`src/rtl/sparse_io_pkg.sv`:
```
package sparse_io_pkg;
  localparam int DW       = 32;
  localparam int NBYTES   = DW / 8;
  localparam int IDX_W    = 5;
  localparam int IDX_LSB  = 10;
  localparam int NUM_REGS = 30;
  localparam int REG_W    = $clog2(NUM_REGS);
  localparam logic [DW-1:0] MATCH_MASK  = 32'hFFFF03FC;
  localparam logic [DW-1:0] SPARSE_BASE = 32'h000002EC;
  localparam logic [IDX_W-1:0] CFG_IDX   = 5'd26;
  localparam logic [IDX_W-1:0] STAT_IDX  = 5'd28;
  localparam logic [IDX_W-1:0] VOID_IDX  = 5'd30;
  localparam logic [IDX_W-1:0] ALIAS_IDX = 5'd31;

  typedef enum logic [1:0] {TGT_FILE, TGT_CFG, TGT_STAT, TGT_VOID} target_e;

  typedef struct packed {
    logic             claim;
    logic             warn;
    logic             wrEn;
    logic             rdEn;
    logic             sizeErr;
    target_e          target;
    logic [REG_W-1:0] regNum;
    logic [1:0]       lane;
    logic [2:0]       nBytes;
  } strobe_t;

  function automatic target_e idxTarget(input logic [IDX_W-1:0] idx);
    if (idx == CFG_IDX)       return TGT_CFG;
    else if (idx == STAT_IDX) return TGT_STAT;
    else if (idx == VOID_IDX) return TGT_VOID;
    else                      return TGT_FILE;
  endfunction

  function automatic logic [REG_W-1:0] idxToReg(input logic [IDX_W-1:0] idx);
    if (idx == ALIAS_IDX) return '0;
    else                  return REG_W'(idx);
  endfunction
endpackage

```
`src/rtl/sparse_io_ctrl.sv`:
```
module sparse_io_ctrl
  import sparse_io_pkg::*;
(
  input  logic          ioReq,
  input  logic          ioWrite,
  input  logic [DW-1:0] ioAddr,
  input  logic [2:0]    ioSize,
  input  logic          ioEnable,
  output strobe_t       stb
);
  logic             hit;
  logic             sizeLegal;
  logic             fits;
  logic [IDX_W-1:0] idx;

  always_comb begin
    hit       = (ioAddr & MATCH_MASK) == SPARSE_BASE;
    idx       = ioAddr[IDX_LSB +: IDX_W];
    sizeLegal = (ioSize == 3'd1) || (ioSize == 3'd2) || (ioSize == 3'd4);
    fits      = ({2'b00, ioAddr[1:0]} + {1'b0, ioSize}) <= 4'd4;

    stb         = '0;
    stb.claim   = ioReq && hit && ioEnable;
    stb.warn    = ioReq && hit && !ioEnable;
    stb.sizeErr = stb.claim && !(sizeLegal && fits);
    stb.wrEn    = stb.claim && ioWrite && !stb.sizeErr;
    stb.rdEn    = stb.claim && !ioWrite && !stb.sizeErr;
    stb.target  = idxTarget(idx);
    stb.regNum  = idxToReg(idx);
    stb.lane    = ioAddr[1:0];
    stb.nBytes  = ioSize;
  end
endmodule

```
`src/rtl/sparse_io_datapath.sv`:
```
module sparse_io_datapath
  import sparse_io_pkg::*;
#(
  parameter logic [31:0] STATUS_VALUE = 32'h00000200
) (
  input  logic          clk,
  input  logic          rstN,
  input  logic          ioReq,
  input  logic [DW-1:0] ioWdata,
  input  strobe_t       stb,
  output logic          rspValid,
  output logic          rspClaim,
  output logic          rspWarn,
  output logic          rspSizeErr,
  output logic          rspApErr,
  output logic [DW-1:0] rspRdata,
  output logic          apLinearOn,
  output logic          ap8M,
  output logic          apRegsHigh
);
  logic [DW-1:0]     regFile [NUM_REGS];
  logic [DW-1:0]     cfgReg;
  logic [DW-1:0]     curVal, shiftedW, shiftedR, mergedVal, readVal;
  logic [NBYTES-1:0] sizeMask, laneMask;

  always_comb begin
    unique case (stb.target)
      TGT_FILE: curVal = regFile[stb.regNum];
      TGT_CFG:  curVal = cfgReg;
      TGT_STAT: curVal = STATUS_VALUE;
      default:  curVal = '0;
    endcase
    unique case (stb.nBytes)
      3'd1:    sizeMask = 4'b0001;
      3'd2:    sizeMask = 4'b0011;
      default: sizeMask = 4'b1111;
    endcase
    laneMask = sizeMask << stb.lane;
    shiftedW = ioWdata << {stb.lane, 3'b000};
    shiftedR = curVal >> {stb.lane, 3'b000};
  end

  for (genvar b = 0; b < NBYTES; b++) begin : g_lane
    assign mergedVal[8*b +: 8] = laneMask[b] ? shiftedW[8*b +: 8] : curVal[8*b +: 8];
    assign readVal[8*b +: 8]   = sizeMask[b] ? shiftedR[8*b +: 8] : 8'h00;
  end

  always_ff @(posedge clk) begin
    if (!rstN) begin
      for (int i = 0; i < NUM_REGS; i++) regFile[i] <= '0;
      cfgReg     <= '0;
      rspValid   <= 1'b0;
      rspClaim   <= 1'b0;
      rspWarn    <= 1'b0;
      rspSizeErr <= 1'b0;
      rspApErr   <= 1'b0;
      rspRdata   <= '0;
    end else begin
      rspValid   <= ioReq;
      rspClaim   <= stb.claim;
      rspWarn    <= stb.warn;
      rspSizeErr <= stb.sizeErr;
      rspApErr   <= stb.wrEn && (stb.target == TGT_CFG) && (mergedVal[1:0] == 2'b11);
      rspRdata   <= stb.rdEn ? readVal : '0;
      if (stb.wrEn) begin
        if (stb.target == TGT_FILE)     regFile[stb.regNum] <= mergedVal;
        else if (stb.target == TGT_CFG) cfgReg <= mergedVal;
      end
    end
  end

  always_comb begin
    unique case (cfgReg[1:0])
      2'b01:   {apLinearOn, ap8M, apRegsHigh} = 3'b101;
      2'b10:   {apLinearOn, ap8M, apRegsHigh} = 3'b110;
      default: {apLinearOn, ap8M, apRegsHigh} = 3'b000;
    endcase
  end
endmodule

```
`src/rtl/sparse_io_window.sv`:
```
module sparse_io_window
  import sparse_io_pkg::*;
#(
  parameter logic [31:0] STATUS_VALUE = 32'h00000200
) (
  input  logic        clk,
  input  logic        rstN,
  input  logic        ioReq,
  input  logic        ioWrite,
  input  logic [31:0] ioAddr,
  input  logic [2:0]  ioSize,
  input  logic [31:0] ioWdata,
  input  logic        ioEnable,
  output logic        rspValid,
  output logic        rspClaim,
  output logic        rspWarn,
  output logic        rspSizeErr,
  output logic        rspApErr,
  output logic [31:0] rspRdata,
  output logic        apLinearOn,
  output logic        ap8M,
  output logic        apRegsHigh
);
  strobe_t stb;

  sparse_io_ctrl u_ctrl (
    .ioReq(ioReq), .ioWrite(ioWrite), .ioAddr(ioAddr),
    .ioSize(ioSize), .ioEnable(ioEnable), .stb(stb)
  );

  sparse_io_datapath #(.STATUS_VALUE(STATUS_VALUE)) u_dp (
    .clk(clk), .rstN(rstN), .ioReq(ioReq), .ioWdata(ioWdata), .stb(stb),
    .rspValid(rspValid), .rspClaim(rspClaim), .rspWarn(rspWarn),
    .rspSizeErr(rspSizeErr), .rspApErr(rspApErr), .rspRdata(rspRdata),
    .apLinearOn(apLinearOn), .ap8M(ap8M), .apRegsHigh(apRegsHigh)
  );
endmodule

```
`config.mk`:
```
export PLATFORM = sky130hd
export DESIGN_NAME = sparse_io_window
export DESIGN_NICKNAME = d
export VERILOG_FILES = /design/src/rtl/sparse_io_pkg.sv /design/src/rtl/sparse_io_ctrl.sv /design/src/rtl/sparse_io_datapath.sv /design/src/rtl/sparse_io_window.sv
export SDC_FILE = /design/constraint.sdc
export NUM_CORES = 2
export LEC_CHECK = 0
export ABC_AREA = 0
export BUFFER_PORTS_ARGS = -buffer_cell sky130_fd_sc_hd__buf_2
export CAP_MARGIN = 20
export CORE_MARGIN = 2
export CORE_UTILIZATION = 50
export CTS_CLUSTER_SIZE = 40
export DETAILED_ROUTE_END_ITERATION = 6
export PLACE_DENSITY_LB_ADDON = 0.2
export SETUP_SLACK_MARGIN = 0.5
export SYNTH_ARGS = -nofsm -noshare
export SYNTH_HDL_FRONTEND = slang
export SYNTH_HIERARCHICAL = 1
export SYNTH_SLANG_ARGS = --single-unit
```
`constraint.sdc`:
```
create_clock -name clk -period 5.7 [get_ports clk]
set_input_delay 0.57 -clock clk [delete_from_list [all_inputs] [get_ports clk]]
set_output_delay 0.57 -clock clk [all_outputs]
set_load 0.01 [all_outputs]
```
[Yosys cells after proc, flatten, opt, wreduce, memory -nomap -nowiden]
Memories as Yosys holds them, arrays and structs flattened.
Index checks and enable logic that the tools add are counted.
W data, S select, Z words.
Cells by class
  equality and inequality tests: 13
  order comparisons: 1
  shift operators: 3
  add/sub/neg operators: 1
  mux-type cells: 21
  bitwise logic cells: 1
  reduce and logical (&&, ||, !) cells: 25
Operators with widths (number)
  $pmux W32 S3: 1
  $mux W32: 1
  $mux W8: 4
  $reduce_or A32 Y1: 1
  $shl A32 B5 Y32: 1
  $shr A32 B5 Y32: 1
  $eq A24 B8 Y1 const B: 1
  $eq A5 B5 Y1 const B: 4
  $reduce_and A3 Y1: 5
  $logic_and A1 B1 Y1: 11
  $mux W5: 2
  $mux W1: 9
  $pmux W4 S2: 1
  $eq A2 B2 Y1 const B: 3
  $mux W2: 3
  $add A2 B3 Y4: 1
  $eq A2 B1 Y1 const B: 2
  $le A4 B3 Y1 const B: 1
  $logic_not A1 Y1: 4
  $shl A4 B2 Y4: 1
  $eq A3 B1 Y1 const B: 1
  $eq A3 B2 Y1 const B: 1
  $eq A3 B3 Y1 const B: 1
  $logic_not A2 Y1: 1
  3 further kinds: 4
Word-level totals
  memories: 1
  word-level logic and storage cells: 76
  memory bits (writable): 960
  output and inout bits: 40
  register bits after elaboration: 69
  bits of input ports: 72
Memory list
  u_dp.regFile: depth 30, width 32, read ports 1, clocked after memory_dff 0, wr ports 30, RTL line sparse_io_datapath.sv:21  | logic [DW-1:0] regFile [NUM_REGS];

[Logic depth before layout (Yosys ltp)]
  depth in word-level cells: 13
  mapped depth: 15
  mapped depth without buffers: 12

[Modules after synthesis]
Netlist, hierarchy kept.
By module, submodules not included
  sparse_io_datapath: area each 47684.5 µm², sequential area each 32130.8 µm², cells each 3661, instances 1
  sparse_io_ctrl: area each 331.6 µm², sequential area each 0.0 µm², cells each 45, instances 1

[Worst setup path after synthesis]
OpenSTA, ideal clock, no wires.
  path type: input port to flip-flop
  from: input ioAddr[0]
  to: memory u_dp.regFile[0][0] (enable)
  stages: 12
  path buffers: 1
  data arrival time: 3.844 ns
  setup slack: 1.467 ns
  data required time: 5.311 ns
  setup time: 0.389 ns
  path through: ha_1 > inv_1 > fa_1 > nor2b_1 > o311a_1 > a21bo_2 > nor4_1 > nor4bb_1 > nor3b_2 > nand2_1 > clkbuf_1 > nand2_1
RTL lines
  from (decl): RTL line sparse_io_window.sv:10  | input logic [31:0] ioAddr,
  to (decl): RTL line sparse_io_datapath.sv:21

==> results.cfg <==
[place]
gp_congestion = 0.9533
dp_hpwl_mm = 95.01
portBuffers = 110
placed_area_mm2 = 0.05109

[synth]
ys_ff_latch = 1093
synth_edf_count = 1024
yosys_warnings = 6
syn_nets = 3783
synth_cell_type_count = 74
synth_cells = 3706
synth_top_family_by_area = multiplexers
synth_xor_area_share_pct = 0.01824
synthAdderAreaFrac_pct = 0.1459
syn_area_mm2 = 0.04802
synth_compound_area_share_pct = 5.569
synthArstFlopShare_pct = 0
synthMuxAreaShare_pct = 12.13
yosys.area_share.simple_pct = 11.32
synth.avg_cell_area_um2 = 12.96
ys_seq_area_share_pct = 66.92
dominantRegCellSynth = edfxtp_1

[sta]
hold_ws_ns = 0.1154
slew_headroom_pct = 18.34
fin_crit_ns = 4.208
tns_ns = 0
fin_skew_ns = 0.02509
hold_violations = 0
slew_violations = 0
rsz0062_at_grt = false
finalCritPeriodShare_pct = 73.82
fmax_ghz = 0.2377
worstMarginPinSlew_ns = 1.224
setup_viol = 0

[floorplan]
die_x_um = 313.9
die_h_um = 313.9
initial_utilization_pct = 50.46
core_area_mm2 = 0.09515
rows = 113
die_area_mm2 = 0.09853
ios = 112

[run]
max-cap-violations = 0

[clock_tree]
cts_resized = 0
clk_latency_ns = 0.70
cts_hold_buf = 0
clock_path_buffers = 3
clockRootBuffer = clkbuf_16
cts_sinks = 1093
clk_pin_slew_worst_paths_ns = 0.06
cts_tree = built
postCtsSetupBuffers = 0
htreeDepth = 3
numCtsBuffers = 108

[final_layout]
syn2layout_area_growth_pct = 13.75
fillers = 7556
fin_area_mm2 = 0.05462
multiInputGateArea_mm2 = 0.01435
final_net_count = 3891
register_area_mm2 = 0.03213
finish.utilization_pct = 57.40
drive_above_1_share_pct = 17.99

[global_routing]
grt_usage_pct = 31.53
grt_overflow = 0
grt_pass1_vias = 31122
grt_max_degree = 64
antenna_found_initial = 2
grt_pass1_wl_mm = 221.3

[route]
firstDrtPassIters = 6
vias = 32593
viasPerCell = 6.304
drt_iter0_drc = 4559
drc = 0
wirelength_mm = 156.5
antenna_left = 0
wl_per_cell_um = 30.28

[critical_path]
r2r_slack_ns = 2.53
end_kind = flop
critical_path_class = primary input to flop
worstSetupStartpointType = primary input
worstPathRequired_ns = 6.11
cp_max_fo = 32
r2r_end = u_dp/regFile[2][9]$_SDFFCE_PN0P_
crit_end = u_dp/regFile[6][22]$_SDFFCE_PN0P_
cpPeakStageDelay_ns = 0.82
r2r_cells = 7
crit_slowest_cell = nor4_1
cp_common_cell = buf_4
crit_start = ioAddr[12]
cp_cell_sequence = buf_2 > and4_1 > nor2b_2 > buf_4 > nand4bb_1 > buf_4 > o22ai_1 > nor4_1 > a311oi_2 > mux2i_4 > buf_4 > nor2_1
r2r-start = u_dp/regFile[6][9]$_SDFFCE_PN0P_
cp.arrival_ns = 4.62

[pwr]
vdd_ir_drop_max_uv = 239.1
p_leak_nw = 20.68
power_density_mw_per_mm2 = 330.3

[run_status]
outcome = completed

[hold_path]
min_path_type = primary input to flop
[power breakdown]
| part | internal, mW | switching, mW | leakage [nW] |
|---|---|---|---|
| combinational | 0.540 | 1.29 | 7.89 |
| sequential | 8.99 | 0.0617 | 11.0 |
| clock | 4.11 | 3.05 | 1.74 |
[layout by cell type, fill, tap and decap left out, types with 11 or more instances in the layout]
master        n
clkbuf_1     24
dfxtp_1      69
mux2i_1     432
mux2i_4      17
nor3_1       24
inv_1        36
mux2_2       11
clkbuf_16   112
buf_12       40
nor4_1       47
a311oi_2     15
o22ai_1     176
buf_4       196
mux4_2       53
nand2_2      28
o21ai_0      75
nor2_2       31
a22oi_1      18
nor2_1      997
nand2_1      70
clkinv_1     17
a211oi_1     11
edfxtp_1   1024
clkinv_2     21
and2_1       17
inv_2        12
a21oi_1      50
buf_2       110
[worst min path at each step]
stage | endpoint | startpoint | depth (start not counted) | slack (ns)
2_1_floorplan | u_dp/cfgReg[9]$_SDFFE_PN0P_ | u_dp/cfgReg[9]$_SDFFE_PN0P_ | 2 | 0.45
3_3_place_gp | u_dp/cfgReg[9]$_SDFFE_PN0P_ | u_dp/cfgReg[9]$_SDFFE_PN0P_ | 2 | 0.48
3_5_place_dp | u_dp/cfgReg[9]$_SDFFE_PN0P_ | u_dp/cfgReg[9]$_SDFFE_PN0P_ | 2 | 0.49
4_1_cts | u_dp/rspValid$_SDFF_PN0_ | ioReq | 2 | 0.09
5_1_grt | u_dp/rspValid$_SDFF_PN0_ | ioReq | 2 | 0.13
6_report | u_dp/rspValid$_SDFF_PN0_ | ioReq | 2 | 0.12
[critical path: cells and delay by family]
family,cells,cell delay [ns]
buffers and inverters,4,1.35
muxes,1,0.20
AOI/OAI and AO/OA,2,0.60
and+or+nand+nor,5,1.85
[sequential cells by signal, summed over array words and instances, names as in the netlist]
| name | count |
|---|---|
| u_dp/rspRdata | 32 |
| u_dp/rspApErr | 1 |
| u_dp/rspValid | 1 |
| u_dp/cfgReg | 32 |
| u_dp/regFile | 1024 |
| u_dp/rspSizeErr | 1 |
| u_dp/rspWarn | 1 |
| u_dp/rspClaim | 1 |
[metal layers]
metal  share of wire (%)  vias to the layer above  global-route usage [%]
met3                  12                      373                   6.848
met4                 4.1                        0                   12.80
li1                    -                    13687                       -
met2                  46                     2170                   49.78
met1                  38                    16363                   42.68
met5                   0                        -                       0
[logic make-up (layout without fill, tap and decap cells)]
kind of cell	Yosys count	count (layout)
and+or+nand+nor	1293	1293
xor gates and xnor gates	1	1
buffers and inverters	398	595
other	0	2
AOI/OAI and AO/OA	403	403
adders and majority gates	5	5
muxes	513	513
DFF	1093	1093
[synth_stat cells, drive strengths merged (47+ instances only)]
library cell  number  area [µm²]
a21oi             53       269.0
buf              203        1142
clkbuf           147       551.8
dfxtp             69        1381
edfxtp          1024       30750
inv               48       180.2
mux2i            449        4506
mux4              53        1194
nand2             98       367.9
nor2            1028        3936
nor4              47       294.0
o21ai             76       380.4
o22ai            176        1101
[per-stage QoR]
| step | power, mW | worst slack (ns) | cells |
|---|---|---|---|
| 2_1_floorplan | 10.21 | 1.467 | 3706 |
| 3_3_place_gp | 10.97 | 1.068 | 4967 |
| 3_5_place_dp | 11.00 | 0.9679 | 4969 |
| 4_1_cts | 18.05 | 1.690 | 5168 |
| 5_1_grt | 18.47 | 1.397 | 5168 |
| 6_report | 18.04 | 1.492 | 5170 |
[layout make-up]
cell class,instances,area share [%]
Clock inverter,54,0.9323
Sequential cell,1093,58.83
Timing Repair Buffer,348,5.216
Antenna cell,2,0.009163
Inverter,48,0.3299
Tap cell,1265,2.898
Multi-Input combinational cell,2215,26.27
Clock buffer,145,5.523
(Power assumes the default switching activity.)
